`config.mk`:
```
export PLATFORM = sky130hd
export DESIGN_NAME = mon_serial_tx
export DESIGN_NICKNAME = d
export VERILOG_FILES = /design/src/rtl/mon_tx_pkg.sv /design/src/rtl/mon_tx_ctrl.sv /design/src/rtl/mon_tx_bank.sv /design/src/rtl/mon_tx_out.sv /design/src/rtl/mon_serial_tx.sv
export SDC_FILE = /design/constraint.sdc
export NUM_CORES = 1
export LEC_CHECK = 0
export BUFFER_PORTS_ARGS = -buffer_cell sky130_fd_sc_hd__buf_2
export CAP_MARGIN = 20
export CORE_MARGIN = 2
export CORE_UTILIZATION = 30
export DETAILED_ROUTE_END_ITERATION = 12
export GPL_TIMING_DRIVEN = 0
export SYNTH_ARGS = -nofsm -noshare
export SYNTH_HDL_FRONTEND = slang
export SYNTH_SLANG_ARGS = --single-unit
```
`constraint.sdc`:
```
create_clock -name clk_i -period 2 [get_ports clk_i]
set_clock_uncertainty 0.05 [all_clocks]
set_input_delay 0.1 -clock clk_i [delete_from_list [all_inputs] [get_ports clk_i]]
set_output_delay 0.1 -clock clk_i [all_outputs]
set_load 0.1 [all_outputs]
```
`src/rtl/mon_tx_pkg.sv`:
```
package mon_tx_pkg;
  typedef enum logic [1:0] {
    PH_IDLE = 2'd0,
    PH_DATA = 2'd1,
    PH_TAIL = 2'd2
  } tx_phase_e;
endpackage

```
`src/rtl/mon_tx_ctrl.sv`:
```
module mon_tx_ctrl
  import mon_tx_pkg::*;
#(
  parameter int WORD_W    = 32,
  parameter int NUM_WORDS = 4,
  parameter int WINDOW    = 140,
  localparam int BIT_W    = (WORD_W > 1) ? $clog2(WORD_W) : 1,
  localparam int WIDX_W   = (NUM_WORDS > 1) ? $clog2(NUM_WORDS) : 1
) (
  input  logic              clk_i,
  input  logic              rst_ni,
  input  logic              sync_i,
  output tx_phase_e         phase_o,
  output logic [BIT_W-1:0]  bit_idx_o,
  output logic [WIDX_W-1:0] word_idx_o,
  output logic              load_o,
  output logic              shift_o,
  output logic              done_o
);
  localparam int  BITS     = WORD_W * NUM_WORDS;
  localparam int  TAIL     = WINDOW - BITS;
  localparam bit  HAS_TAIL = (TAIL > 0);
  localparam int  TAIL_W   = (TAIL > 1) ? $clog2(TAIL) : 1;

  tx_phase_e          phase_q;
  logic [BIT_W-1:0]   bit_q;
  logic [WIDX_W-1:0]  word_q;
  logic [TAIL_W-1:0]  tail_q;
  logic               done_q;
  logic               last_bit, last_word, last_tail;

  assign last_bit  = (bit_q == BIT_W'(WORD_W - 1));
  assign last_word = (word_q == WIDX_W'(NUM_WORDS - 1));
  assign last_tail = (tail_q == TAIL_W'(HAS_TAIL ? TAIL - 1 : 0));

  always_ff @(posedge clk_i or negedge rst_ni) begin
    if (!rst_ni) begin
      phase_q <= PH_IDLE;
      bit_q   <= '0;
      word_q  <= '0;
      tail_q  <= '0;
      done_q  <= 1'b0;
    end else begin
      done_q <= 1'b0;
      unique case (phase_q)
        PH_IDLE: begin
          if (sync_i) begin
            phase_q <= PH_DATA;
            bit_q   <= '0;
            word_q  <= '0;
          end
        end
        PH_DATA: begin
          if (last_bit) begin
            bit_q <= '0;
            if (last_word) begin
              tail_q <= '0;
              if (HAS_TAIL) begin
                phase_q <= PH_TAIL;
              end else begin
                phase_q <= PH_IDLE;
                done_q  <= 1'b1;
              end
            end else begin
              word_q <= word_q + 1'b1;
            end
          end else begin
            bit_q <= bit_q + 1'b1;
          end
        end
        PH_TAIL: begin
          if (last_tail) begin
            phase_q <= PH_IDLE;
            done_q  <= 1'b1;
          end else begin
            tail_q <= tail_q + 1'b1;
          end
        end
        default: phase_q <= PH_IDLE;
      endcase
    end
  end

  assign phase_o    = phase_q;
  assign bit_idx_o  = bit_q;
  assign word_idx_o = word_q;
  assign load_o     = (phase_q == PH_IDLE) && sync_i;
  assign shift_o    = (phase_q == PH_DATA);
  assign done_o     = done_q;
endmodule

```
`src/rtl/mon_tx_bank.sv`:
```
module mon_tx_bank #(
  parameter int WORD_W    = 32,
  parameter int NUM_WORDS = 4,
  localparam int WIDX_W   = (NUM_WORDS > 1) ? $clog2(NUM_WORDS) : 1
) (
  input  logic                          clk_i,
  input  logic                          rst_ni,
  input  logic                          load_i,
  input  logic                          shift_i,
  input  logic [WIDX_W-1:0]             word_idx_i,
  input  logic [NUM_WORDS*WORD_W-1:0]   words_i,
  output logic                          bit_o
);
  logic [WORD_W-1:0] word_q [NUM_WORDS];
  logic [NUM_WORDS-1:0] lsb;

  // each word only shifts while it is the one on the wire
  for (genvar w = 0; w < NUM_WORDS; w++) begin : g_word
    always_ff @(posedge clk_i or negedge rst_ni) begin
      if (!rst_ni) begin
        word_q[w] <= '0;
      end else if (load_i) begin
        word_q[w] <= words_i[w*WORD_W +: WORD_W];
      end else if (shift_i && (word_idx_i == WIDX_W'(w))) begin
        word_q[w] <= {1'b0, word_q[w][WORD_W-1:1]};
      end
    end
    assign lsb[w] = word_q[w][0];
  end

  always_comb begin
    bit_o = 1'b0;
    for (int w = 0; w < NUM_WORDS; w++) begin
      if (word_idx_i == WIDX_W'(w)) bit_o = lsb[w];
    end
  end
endmodule

```
`src/rtl/mon_tx_out.sv`:
```
module mon_tx_out
  import mon_tx_pkg::*;
#(
  parameter int WORD_W  = 32,
  localparam int BIT_W  = (WORD_W > 1) ? $clog2(WORD_W) : 1
) (
  input  tx_phase_e        phase_i,
  input  logic [BIT_W-1:0] bit_idx_i,
  input  logic             bank_bit_i,
  output logic             ser_data_o,
  output logic             ser_qual_o,
  output logic             flag_o
);
  logic in_data;
  assign in_data    = (phase_i == PH_DATA);
  assign ser_qual_o = in_data;
  assign ser_data_o = in_data & bank_bit_i;
  assign flag_o     = in_data & (bit_idx_i == '0);
endmodule

```
`src/rtl/mon_serial_tx.sv`:
```
module mon_serial_tx
  import mon_tx_pkg::*;
#(
  parameter int WORD_W    = 32,
  parameter int NUM_WORDS = 4,
  parameter int WINDOW    = 140
) (
  input  logic                        clk_i,
  input  logic                        rst_ni,
  input  logic                        sync_i,
  input  logic [NUM_WORDS*WORD_W-1:0] words_i,
  output logic                        ser_data_o,
  output logic                        ser_qual_o,
  output logic                        flag_o,
  output logic                        done_o
);
  localparam int BIT_W  = (WORD_W > 1) ? $clog2(WORD_W) : 1;
  localparam int WIDX_W = (NUM_WORDS > 1) ? $clog2(NUM_WORDS) : 1;

  tx_phase_e         phase;
  logic [BIT_W-1:0]  bit_idx;
  logic [WIDX_W-1:0] word_idx;
  logic              load, shift, bank_bit;

  mon_tx_ctrl #(
    .WORD_W(WORD_W), .NUM_WORDS(NUM_WORDS), .WINDOW(WINDOW)
  ) u_ctrl (
    .clk_i      (clk_i),
    .rst_ni     (rst_ni),
    .sync_i     (sync_i),
    .phase_o    (phase),
    .bit_idx_o  (bit_idx),
    .word_idx_o (word_idx),
    .load_o     (load),
    .shift_o    (shift),
    .done_o     (done_o)
  );

  mon_tx_bank #(
    .WORD_W(WORD_W), .NUM_WORDS(NUM_WORDS)
  ) u_bank (
    .clk_i      (clk_i),
    .rst_ni     (rst_ni),
    .load_i     (load),
    .shift_i    (shift),
    .word_idx_i (word_idx),
    .words_i    (words_i),
    .bit_o      (bank_bit)
  );

  mon_tx_out #(
    .WORD_W(WORD_W)
  ) u_out (
    .phase_i    (phase),
    .bit_idx_i  (bit_idx),
    .bank_bit_i (bank_bit),
    .ser_data_o (ser_data_o),
    .ser_qual_o (ser_qual_o),
    .flag_o     (flag_o)
  );
endmodule

```
Word level (Yosys, flattened, before mapping)
Cells that the tools add are included.
{"block": "op_classes", "n_addsub": 3, "n_eq_ne": 13, "muxes": 30, "n_bitwise": 2, "reduce_logical": 18}
{"operator": "$mux 32", "n": 8}
{"operator": "$mux 2", "n": 7}
{"operator": "$mux 4", "n": 3}
{"operator": "$reduce_and 4->1", "n": 3}
{"operator": "$reduce_bool 2->1", "n": 6}
{"operator": "$mux 5", "n": 2}
{"operator": "$ne 2x2->1 const B", "n": 5}
{"operator": "$pmux 5 s2", "n": 1}
{"operator": "$pmux 4 s2", "n": 1}
{"operator": "$eq 2x2->1 const B", "n": 3}
{"operator": "$mux 1", "n": 6}
{"operator": "$pmux 2 s3", "n": 1}
{"operator": "$add 5x1->5 const B", "n": 1}
{"operator": "$eq 5x5->1 const B", "n": 1}
{"operator": "$logic_and 1x1->1", "n": 5}
{"operator": "$logic_not 5->1", "n": 1}
{"operator": "$add 4x1->4 const B", "n": 1}
{"operator": "$eq 2x1->1 const B", "n": 2}
{"operator": "$eq 4x4->1 const B", "n": 1}
{"operator": "$logic_not 2->1", "n": 2}
{"operator": "$pmux 2 s2", "n": 1}
{"operator": "$add 2x1->2 const B", "n": 1}
{"operator": "$and 1x1->1", "n": 2}
{"operator": "$ne 2x1->1 const B", "n": 1}
{"operator": "$reduce_and 2->1", "n": 1}
{"block": "totals", "regBits": 142, "out_inout_bits": 4, "elab_cells": 75}

Logic depth before layout (Yosys ltp)
{"block": "depth", "ltp_word": 6, "mapped_depth": 7}

Hierarchy
From an unflattened synthesis, not the netlist that was laid out.
{"block": "unflattened", "cells_unflattened": 782, "hier_area_um2": 6926.6}
{"mod": "mon_tx_bank", "instances": 1, "cells_each": 702, "area_per_inst_um2": 6137.1}
{"mod": "mon_tx_ctrl", "instances": 1, "cells_each": 75, "area_per_inst_um2": 749.5}
{"mod": "mon_tx_out", "instances": 1, "cells_each": 5, "area_per_inst_um2": 40.0}

Worst setup path before layout
No wires, ideal clock.
{"block": "synth_path", "path_kind": "flip-flop to output port", "from": "register u_ctrl.phase_q[0] (netlist: u_ctrl.phase_o[0])", "to": "output port flag_o", "arrival_ns": 3.628, "required_time_ns": 1.850, "path_slack_ns": -1.778, "path_stages_with_launch": 5, "n_path_buf": 2, "path_cell_list": "dfrtp_1 -> buf_4 -> nand2b_1 -> buf_2 -> nor4_1"}
{"block": "synth_between", "elab_chain_cells": 2}
{"element": "from (decl)", "line": "mon_tx_ctrl.sv:25", "text": "tx_phase_e phase_q;"}
{"element": "from (signal assigned)", "line": "mon_tx_ctrl.sv:38", "text": "phase_q <= PH_IDLE;"}
{"element": "from (signal assigned)", "line": "mon_tx_ctrl.sv:48", "text": "phase_q <= PH_DATA;"}
{"element": "from (signal assigned)", "line": "mon_tx_ctrl.sv:59", "text": "phase_q <= PH_TAIL;"}
{"element": "$eq 2x1->1", "line": "mon_tx_out.sv:15", "text": "assign in_data = (phase_i == PH_DATA);"}
{"element": "$and 1x1->1", "line": "mon_tx_out.sv:18", "text": "assign flag_o = in_data & (bit_idx_i == '0);"}
{"element": "to (decl)", "line": "mon_serial_tx.sv:14", "text": "output logic flag_o,"}
Every way passes these cells.

Worst setup path after layout
{"block": "layout_path", "from": "register u_ctrl.word_q[1] (netlist: u_ctrl.word_idx_o[1])", "to": "output port ser_data_o"}
{"block": "layout_between", "elab_chain_cells": 6, "elab_cells_between_ends": 9, "cone_classes": "eq/ne: 3; mux: 4; bitwise: 1; reduce/logical: 1"}
{"element": "from (decl)", "line": "mon_tx_ctrl.sv:27", "text": "logic [WIDX_W-1:0] word_q;"}
{"element": "from (signal assigned)", "line": "mon_tx_ctrl.sv:65", "text": "word_q <= word_q + 1'b1;"}
{"element": "$logic_not 2->1", "line": "mon_tx_bank.sv:34", "text": "if (word_idx_i == WIDX_W'(w)) bit_o = lsb[w];"}
{"element": "$mux 1 (3 in a row)", "line": "mon_tx_bank.sv:34"}
{"element": "$mux 1 (*)", "line": "mon_tx_bank.sv:34"}
{"element": "$and 1x1->1 (*)", "line": "mon_tx_out.sv:17", "text": "assign ser_data_o = in_data & bank_bit_i;"}
{"element": "to (decl)", "line": "mon_serial_tx.sv:12", "text": "output logic ser_data_o,"}
Every way passes the cells marked *; elsewhere a longest branch is shown, timed or not.

==> metrics.cfg <==
[global_routing]
gr-total-overflow=0
track_usage_pct=16.2
first_global_vias=6041
antenna_found_initial=0
grt_pass1_wl_um=31600
grt_start_max_net_pins=92

[yosys]
ys_warn_count=0
synthArstFlopShare_pct=100
syn-num-nets=821
yosysUniqueCellTypes=41
synth_commonest_cells=dfrtp_1 (142), o21ai_0 (85), nor2_1 (63)
yosys.area.top_type_share_pct=49.8
ys.flop_type=dfrtp_1
synth_edf_count=0
syn-cell-area_mm2=0.00713
synth-seq-area-share_pct=49.8
synth.most_common_cell=dfrtp_1
syn_avg_cell_area_um2=10.5
yosysTopAreaCell=dfrtp_1
syn_inst=682
synth.area.top_cells=dfrtp_1 (50%), mux2_4 (9.5%), o21ai_0 (6.0%)
ys_seq_elements=142

[run_status]
failed_checks=negative setup slack
status=complete, but fails checks

[finish]
finalNetCount=1107
multi_input_area_mm2=0.00328
syn_to_final_growth_pct=45.1
fin_util_pct=44.2
seq_area_mm2=0.00355
nFillCells=2209
antenna_cells=0
drive_above_1_share_pct=29.4

[floorplan]
io_pins=135
core_area_mm2=0.0234
initial_core_util_pct=30.5
fp.dieH_um=158
placementRows=56
die_w_um=158
die_area_mm2=0.0250

[route]
ant_nets=0
via_per_inst=4.82
wirelength_um=20400
vias=6258
first_iter_violations=297
wl_per_cell_um=15.7
firstDrtPassIters=4
drc=0

[pwr]
leakage_uw=0.00475
ir_drop_v=0.000569
power_density_mw_per_mm2=1300

[sta]
max_slew_margin_pct=66.2
tightest_slew_ns=0.507
hold_violations=0
fin_setup_tns_ns=-0.110
rsz0062_at_grt=yes
setup_slack_ns=-0.110
finalSetupViolCount=1
slew_viol_final=0
period_minus_slack_ns=2.11
max_freq_mhz=474
fin_crit_sh_pct=106

[clock_network]
cts_sinks=142
clk_latency_ns=0.41
cts_tree=yes
path_clk_slew_ns=0.06
cts_made_buffers=17
cts_buffer_depth=2
htree_num_levels=4
cts_root_buffer=clkbuf_16

[placement]
pre_cts_ws_ns=-0.122
gp_congestion=0.795
portBuffers=134
place_hpwl_um=13300

[worst_hold_path]
hp-class=input port to asynchronous set/reset pin

[critical_path]
cp-start-kind=flop
arrival_ns=1.96
crit_start=u_ctrl.word_idx_o[1]$_DFFE_PN0P_
crit_fanout=3
required_ns=1.85
reg2reg_from=u_ctrl.word_idx_o[1]$_DFFE_PN0P_
critPathKind=flop to output port
cp-end-kind=output port

[run]
drv_cap=0

[registers in the layout (all words and copies together) (netlist names)]
register and cells:
u_bank.word_q 124, u_ctrl.bit_idx_o 5, u_bank.lsb 4, u_ctrl.tail_q 4, u_ctrl.phase_o 2, u_ctrl.word_idx_o 2
u_ctrl.done_o 1
[repair_timing]
action,in CTS,in global routing
hold buffers,127,2
endpoints found under the hold margin,177,2
pin swaps,2,3
setup endpoints to repair,17,37
setup buffers,4,2
gates resized for setup,18,10
[through the flow]
| stage | total power [uW] | hold WS, ns | std cells | cell area (um2) |
|---|---|---|---|---|
| after floorplan | 8310 | -0.246 | 682 | 7160 |
| after global placement | 9260 | 0.255 | 1135 | 8230 |
| after detailed placement | 9370 | 0.0386 | 1136 | 8260 |
| after CTS | 13500 | 0.0000905 | 1295 | 10300 |
| after global routing | 14300 | 0.185 | 1298 | 10300 |
| final | 13400 | 0.147 | 1298 | 10300 |
[worst max-delay path, cell delays in order (launching register included)]
cell      delay [ns]
dfrtp_1         0.41
inv_2           0.09
ha_4            0.17
nand3b_1        0.16
a221o_1         0.35
a21oi_4         0.18
buf_12          0.19
[final cells by class]
class | count | area share (%)
Buffer | 56 | 3.25
Clock buffer | 20 | 4.41
Clock inverter | 10 | 2.04
Inverter | 11 | 0.435
Multi-Input combinational cell | 470 | 31.7
Sequential cell | 142 | 34.3
Tap cell | 319 | 3.86
Timing Repair Buffer | 270 | 20.0
[kinds of logic (layout without fill, tap and decap cells)]
group                      Yosys count  after routing  share of synthesized area [%]
DFF                                142            142                           49.8
AOI/OAI and AO/OA                  229            229                           18.2
adders and majority gates            8              8                           1.40
and+or+nand+nor                    138            138                           8.45
xor gates and xnor gates             1              1                          0.123
buffers and inverters               70            367                           5.33
muxes                               94             94                           16.6
[cell usage in the layout (no fill, tap or decap), types with 6 or more instances in the layout]
cell | Yosys | layout
a21oi_1 | 62 | 61
a31oi_1 | 53 | 53
and3_1 | 6 | 6
buf_2 | 19 | 147
buf_4 | 13 | 18
buf_6 | 6 | 10
bufinv_16 | 0 | 6
clkbuf_1 | 21 | 17
clkbuf_16 | 0 | 17
dfrtp_1 | 142 | 141
dlygate4sd3_1 | 0 | 129
inv_1 | 10 | 7
mux2_2 | 17 | 17
mux2_4 | 45 | 45
mux2i_1 | 32 | 32
nand2_1 | 48 | 48
nor2_1 | 63 | 62
o211ai_1 | 6 | 6
o21ai_0 | 85 | 85
o22ai_1 | 8 | 8
[report_power, final]
part           internal (uW)  switching [uW]
sequential              4200             695
clock                   2400            1220
combinational           2590            2330
[path summary, 6_finish.rpt]
path,endpoint,slack [ns],depth (start not counted)
worst max-delay path,ser_data_o,-0.11,6
worst min-delay path,u_bank.word_q[14]$_DFFE_PN0P_,0.15,2
worst max register to register,u_bank.word_q[67]$_DFFE_PN0P_,0.08,7
worst min register to register,u_bank.word_q[31]$_DFFE_PN0P_,0.45,2
max in group asynchronous,u_ctrl.word_idx_o[0]$_DFFE_PN0P_,0.91,3
min in group clk_i,u_bank.word_q[127]$_DFFE_PN0P_,0.15,4
[metal layers]
metal | vias to the layer above | part of all wire (%) | GRT usage (%)
met5 | - | 0 | 0
met4 | 0 | 1.7 | 5.53
met3 | 19 | 5.4 | 3.94
met2 | 183 | 46 | 25.6
met1 | 3031 | 47 | 21.7
li1 | 3025 | - | -
No activity file was read; power rests on OpenSTA's default activity.
